File: config.mk
export PLATFORM = sky130hd
export DESIGN_NAME = can_mux_glue
export DESIGN_NICKNAME = d
export VERILOG_FILES = /design/src/rtl/can_mux_glue.sv
export SDC_FILE = /design/constraint.sdc
export NUM_CORES = 1
export LEC_CHECK = 0
export ABC_AREA = 0
export ABC_CLOCK_PERIOD_IN_PS = 3200
export BUFFER_PORTS_ARGS = -buffer_cell sky130_fd_sc_hd__buf_4
export CORE_MARGIN = 4
export CORE_UTILIZATION = 25
export DETAILED_ROUTE_END_ITERATION = 8
export PLACE_DENSITY = 0.88
export SYNTH_ARGS = -nofsm -noshare
export SYNTH_HDL_FRONTEND = slang
export SYNTH_SLANG_ARGS = --single-unit
File: constraint.sdc
create_clock -name clk -period 3.2 [get_ports clk]
set_input_delay 0.64 -clock clk [delete_from_list [all_inputs] [get_ports clk]]
set_output_delay 0.64 -clock clk [all_outputs]
set_load 0.01 [all_outputs]
File: src/rtl/can_mux_glue.sv
module can_mux_glue #(
  parameter int DW        = 32,
  parameter int AW        = 12,
  parameter int AD_W      = 8,
  parameter int LANE_LSB  = 16,
  parameter int FN_LSB    = 8,
  parameter int FN_W      = 4,
  parameter int KEY_W     = 4,
  parameter logic [3:0] FN_CS_ON   = 4'h1,
  parameter logic [3:0] FN_CS_OFF  = 4'h2,
  parameter logic [3:0] FN_ALE_ON  = 4'h5,
  parameter logic [3:0] FN_ALE_OFF = 4'h6,
  parameter logic [3:0] FN_PORT    = 4'h9,
  parameter logic [3:0] KEY_CS_OFF = 4'h8,
  parameter logic [3:0] KEY_ALE_ON = 4'h7
) (
  input  logic            clk,
  input  logic            rst_n,
  input  logic            dsp_ms_n,
  input  logic [AW-1:0]   dsp_addr,
  input  logic            dsp_rd_n,
  input  logic            dsp_wr_n,
  input  logic [DW-1:0]   dsp_wdata,
  output logic [DW-1:0]   dsp_rdata,
  output logic            dsp_rdata_oe,
  output logic            can_cs_n,
  output logic            can_ale,
  output logic            can_rd_n,
  output logic            can_wr_n,
  output logic [AD_W-1:0] can_ad_out,
  output logic            can_ad_oe,
  input  logic [AD_W-1:0] can_ad_in
);

  logic [FN_W-1:0]  fn;
  logic [KEY_W-1:0] key;
  logic win, rd, wr, port;
  logic hit_cs_on, hit_cs_off, hit_ale_on, hit_ale_off;
  logic cs_on, ale_mode;

  assign fn   = dsp_addr[FN_LSB +: FN_W];
  assign key  = dsp_wdata[LANE_LSB +: KEY_W];
  assign win  = !dsp_ms_n;
  assign rd   = win && !dsp_rd_n;
  assign wr   = win && !dsp_wr_n;
  assign port = win && (fn == FN_PORT);

  assign hit_cs_on   = rd && (fn == FN_CS_ON);
  assign hit_cs_off  = wr && (fn == FN_CS_OFF)  && (key == KEY_CS_OFF);
  assign hit_ale_on  = wr && (fn == FN_ALE_ON)  && (key == KEY_ALE_ON);
  assign hit_ale_off = rd && (fn == FN_ALE_OFF);

  always_ff @(posedge clk or negedge rst_n) begin
    if (!rst_n) begin
      cs_on    <= 1'b0;
      ale_mode <= 1'b0;
    end else begin
      if (hit_cs_on)       cs_on <= 1'b1;
      else if (hit_cs_off) cs_on <= 1'b0;
      if (hit_ale_on)       ale_mode <= 1'b1;
      else if (hit_ale_off) ale_mode <= 1'b0;
    end
  end

  assign can_cs_n     = !(cs_on || hit_cs_on);
  assign can_ale      = ale_mode && port && !dsp_wr_n;
  assign can_wr_n     = !(!ale_mode && port && !dsp_wr_n);
  assign can_rd_n     = !(cs_on && port && !dsp_rd_n);
  assign can_ad_oe    = port && !dsp_wr_n;
  assign can_ad_out   = dsp_wdata[LANE_LSB +: AD_W];
  assign dsp_rdata_oe = !can_rd_n;
  assign dsp_rdata    = dsp_rdata_oe ? (DW'(can_ad_in) << LANE_LSB) : '0;

  a_r1_reset_clears: assert property (@(posedge clk)
    !rst_n |=> (can_cs_n || !dsp_rd_n) && !can_ale);

  a_r2_window_gate: assert property (@(posedge clk) disable iff (!rst_n)
    dsp_ms_n |=> $stable(cs_on) && $stable(ale_mode));

  a_r4_release_keyed: assert property (@(posedge clk) disable iff (!rst_n)
    $fell(cs_on) |-> $past(!dsp_ms_n && !dsp_wr_n &&
                           dsp_addr[FN_LSB +: FN_W] == FN_CS_OFF &&
                           dsp_wdata[LANE_LSB +: KEY_W] == KEY_CS_OFF));

  a_r6_ale_blocks_write: assert property (@(posedge clk) disable iff (!rst_n)
    can_ale |-> can_wr_n);

  a_r8_drive_on_write: assert property (@(posedge clk) disable iff (!rst_n)
    can_ad_oe |-> (!dsp_wr_n && !dsp_ms_n));

  a_r9_read_needs_cs: assert property (@(posedge clk) disable iff (!rst_n)
    !can_rd_n |-> !can_cs_n);

endmodule

; Word level (Yosys, flattened, before mapping)
; Cells that the tools add are included.
[totals]
reg_bits = 2
inputBits = 57
output_inout_bits = 46
elab_cells = 40
[classes]
eq_ne = 7
n_mux = 5
n_reduce_logical = 26
[op_table]
columns = operator, count
row1 = $mux 24, 1
row2 = $logic_and 1x1->1, 16
row3 = $eq 4x3->1 const B, 3
row4 = $eq 4x4->1 const B, 2
row5 = $logic_not 1->1, 7
row6 = $eq 4x1->1 const B, 1
row7 = $eq 4x2->1 const B, 1
row8 = $mux 1, 4
row9 = $reduce_bool 2->1, 2
row10 = $logic_or 1x1->1, 1

; Logic depth before layout (Yosys ltp)
[depth]
depth_word = 6
depth_mapped = 4
mapped_depth_nobuf = 3

; Worst setup path after synthesis
; No wires, ideal clock.
[synth_timing]
path_kind = input port to output port
startpoint = input dsp_addr[10]
endpoint = output dsp_rdata[16]
arrival_time_ns = 1.750
t_required_ns = 2.560
setup_slack_ns = 0.810
stages = 4
n_path_buf = 1
cell_sequence = or4b_1 > and4bb_2 > buf_6 > and2_2
[synth_between]
elab_chain_cells = 5
[synth_rtl]
columns = item, line_no
row1 = "start, declared", 20  ; input logic [AW-1:0] dsp_addr,
row2 = $eq 4x4->1, 46  ; assign port = win && (fn == FN_PORT);
row3 = $logic_and 1x1->1, 46
row4 = $logic_and 1x1->1 (2 in series), 68  ; assign can_rd_n = !(cs_on && port && !dsp_rd_n);
row5 = via dsp_rdata_oe, 25  ; output logic dsp_rdata_oe,
row6 = $mux 24, 72  ; assign dsp_rdata = dsp_rdata_oe ? (DW'(can_ad_in) << LANE_LSB) : '0;
row7 = "end, declared", 24  ; output logic [DW-1:0] dsp_rdata,
; The timed path passes the listed nets, and every way through them passes these cells.

; Worst setup path after layout
[layout_timing]
startpoint = input dsp_addr[10]
endpoint = output dsp_rdata[16]
[layout_between]
elab_chain_cells = 5
[layout_rtl]
columns = item, line_no
row1 = $eq 4x4->1, 46
row2 = $logic_and 1x1->1, 46
row3 = $logic_and 1x1->1 (2 in series), 68
row4 = $mux 24, 72
; Every way passes these cells.

==> impl_metrics.csv <==
group,metric,value,unit
synthesis,dominantRegCellSynth,"dfrtp_1",
final_layout,final_nets,155,
synthesis,synth.yosys.seq_area_share,9.93,%
clock_tree,ctsHtreeMaxLevel,1,
routing,wl_per_cell,10.8,um
place,post-place-cells,118,
die,die_width,52.9,um
global_routing,grt_util_met1,7.90,%
worst_hold_path,min-delay-path-class,"in -> async",
global_routing,grt_pass1_wl,1.81,mm
run_status,status,"finished, final reports clean",
synthesis,synth_area,504,um^2
die,floorplan.rows,15,
timing,rsz0062_at_grt,"false",
synthesis,average_footprint_of_a_synthesized_cell,7.76,um^2
synthesis,synth_top_area_cell,"buf_4",
worst_setup_path,critPathLaunchType,"input port",
synthesis,synth_common_cells,"buf_4 (32), and2_2 (8), nand3_1 (3), nor2_1 (3)",
clock_tree,clock-sinks,2,
worst_setup_path,regToRegStartpoint,"ale_mode",
routing,drt-initial-drc-count,7,
worst_setup_path,critical_path.endpoint_type,"output port",
worst_setup_path,cp_max_fo,10,
worst_setup_path,critPathMaxStageDelay,0.54,ns
routing,wirelength,1.31,mm
synthesis,ys_warn_count,0,
final_layout,fillers,203,
pwr,worst_vdd_drop,0.0820,mV
clock_tree,cts_post_setup_buffers_inserted,0,
global_routing,grt_util_met3,5.35,%
final_layout,layout.cells.non_filler,121,
timing,final-hold-violation-count,0,
place,place_congestion,0.715,
routing,dr_total_vias,473,
worst_setup_path,critical_path_cell_sequence,"buf_4 -> or4b_1 -> and4bb_2 -> and2_2 -> buf_4",
clock_tree,cts.hold.buffers_added,0,
clock_tree,clk_latency,0.23,ns
timing,setup-violations-final,0,
timing,setup_tns,0,ns
synthesis,synth.most_common_cell,"buf_4",
place,hpwlAfterDp,1.17,mm
routing,drt_pre_antenna_iters,4,
synthesis,synth.distinct_cells,20,
die,placeableCoreArea,1820,um^2
routing,number_of_vias_per_cell_after_detailed_routing,3.91,
final_layout,syn2layout_area_growth,34.5,%
routing,antenna_viol_nets_final,0,
clock_tree,cts.path.max_buffers,2,
synthesis,share_of_the_synthesized_area_in_the_top_cell_type,47.6,%
worst_setup_path,timing.critical_path.slowest_stage_cell,"or4b_1",
timing,timing.final.crit_share,82.3,%
worst_setup_path,critPathKind,"in -> out",
clock_tree,clk_transition_reported_paths,0.03,ns
worst_setup_path,cpMostUsedCell,"buf_4",
clock_tree,root_driver,"clkbuf_4",
timing,clock.fmax,380,MHz
final_layout,antenna-diode-count,0,
die,die-area,2800,um^2
run,drv.max_cap_violation_count,0,
global_routing,maximum_number_of_pins_on_one_net_before_global_route_repair,11,
synthesis,synthCells,65,
place,portBuffers,38,
clock_tree,tritoncts,"built",
worst_setup_path,cp_data_arrival_time,1.99,ns
die,io_pins,103,
synthesis,synth_area_leaders,"buf_4 (48%), and2_2 (12%), dfrtp_1 (9.9%), nor4b_1 (3.5%), nand3_1 (3.0%)",
synthesis,synthArstFlopShare,100,%
routing,route.detailed.drc,0,
final_layout,post_route_cells_drive_above_1_share,53.1,%
worst_setup_path,launch_point_of_the_worst_path,"dsp_addr[10]",
global_routing,total_global_routing_track_utilization,9.41,%
timing,slew_violations,0,
timing,period_minus_slack,2.63,ns
global_routing,vias_in_the_first_global_route,410,
worst_setup_path,worst-endpoint-required,2.56,ns
synthesis,ys_seq_elements,2,
timing,worst_setup_skew_after_layout,0,ns
global_routing,use_met2,16.3,%
global_routing,globalRoute.busiestLayer,"met2",
global_routing,number_of_antenna_violations_at_the_first_check_in_global_routing,0,
die,initial_core_util,27.7,%
clock_tree,cts_made_buffers,3,
synthesis,synth_edf_count,0,
pwr,static-leakage-power,0.375,nW
die,die_height,52.9,um
global_routing,global_route.overflow_total,0,
pwr,pwr_density_cell,219,nW/um^2
clock_tree,post_cts_resized,0,
## final timing paths
kind | end | slack, ns | cells past startpoint
max reg2reg | ale_mode | 2.47 | 2
max in group asynchronous | cs_on | 2.92 | 1
min reg2reg | cs_on | 0.52 | 1
min in group clk | cs_on | 0.52 | 1
max | dsp_rdata[16] | 0.57 | 5
min | ale_mode | 0.19 | 1
## registers in the layout, indices dropped and copies added (netlist names)
name      count
cs_on         1
ale_mode      1
## cell families (layout without fill, tap and decap cells)
family                 count (synthesis)  after routing  share of synthesized area [%]
buffers and inverters                 35             43                           51.4
flip-flops                             2              2                           9.93
AO/OA/AOI/OAI                          3              3                           4.22
AND/OR/NAND/NOR                       24             24                           33.7
other                                  1             24                          0.744
## area by class of cell
cell class	count	area [um^2]	share of cell area, %
Timing Repair Buffer	38	285	42.1
Clock buffer	3	22.5	3.32
Multi-Input combinational cell	51	282	41.5
Tap cell	25	31.3	4.61
Inverter	2	7.51	1.11
Sequential cell	2	50.0	7.38
## through the flow
step,setup WS (ns),util [%],hold slack [ns],power (W),instance area [um^2]
after global placement,0.594,36.0,0.422,0.0000888,656
after detailed placement,0.569,36.0,0.427,0.0000914,656
after floorplan,0.810,-,0.344,0.0000869,591
after CTS,0.557,37.3,0.180,0.000152,678
after global routing,0.514,37.3,0.179,0.000163,678
final,0.567,37.3,0.189,0.000149,678
## worst max-delay path, delay by kind of cell
kind,cells,cell delay [ns]
simple gates,3,1.12
buf+inv,2,0.23
## report_power, final
| part | total (W) | switching, W | internal [W] |
|---|---|---|---|
| Combinational | 0.0000597 | 0.0000303 | 0.0000295 |
| Clock | 0.0000574 | 0.0000158 | 0.0000416 |
| Sequential | 0.0000316 | 0.00000269 | 0.0000289 |
## placed cells by master (no fill, tap or decap), drive strengths merged
master	count
clkbuf	3
buf	38
a21o	1
and2	8
nor4b	2
nor3	1
nor2	3
o21ai	1
nand3	3
or4b	1
conb	24
o41ai	1
nor3b	1
or3b	1
or3	1
inv	2
nor2b	1
dfrtp	2
nor4bb	1
and4bb	1
## layer usage
| layer | vias to the layer above | part of all wire [%] |
|---|---|---|
| li1 | 220 | - |
| met1 | 207 | 32 |
| met2 | 44 | 50 |
| met3 | 2 | 17 |
| met4 | 0 | 1.4 |
| met5 | - | 0 |
Note: power is estimated with default switching activity, not from simulation.
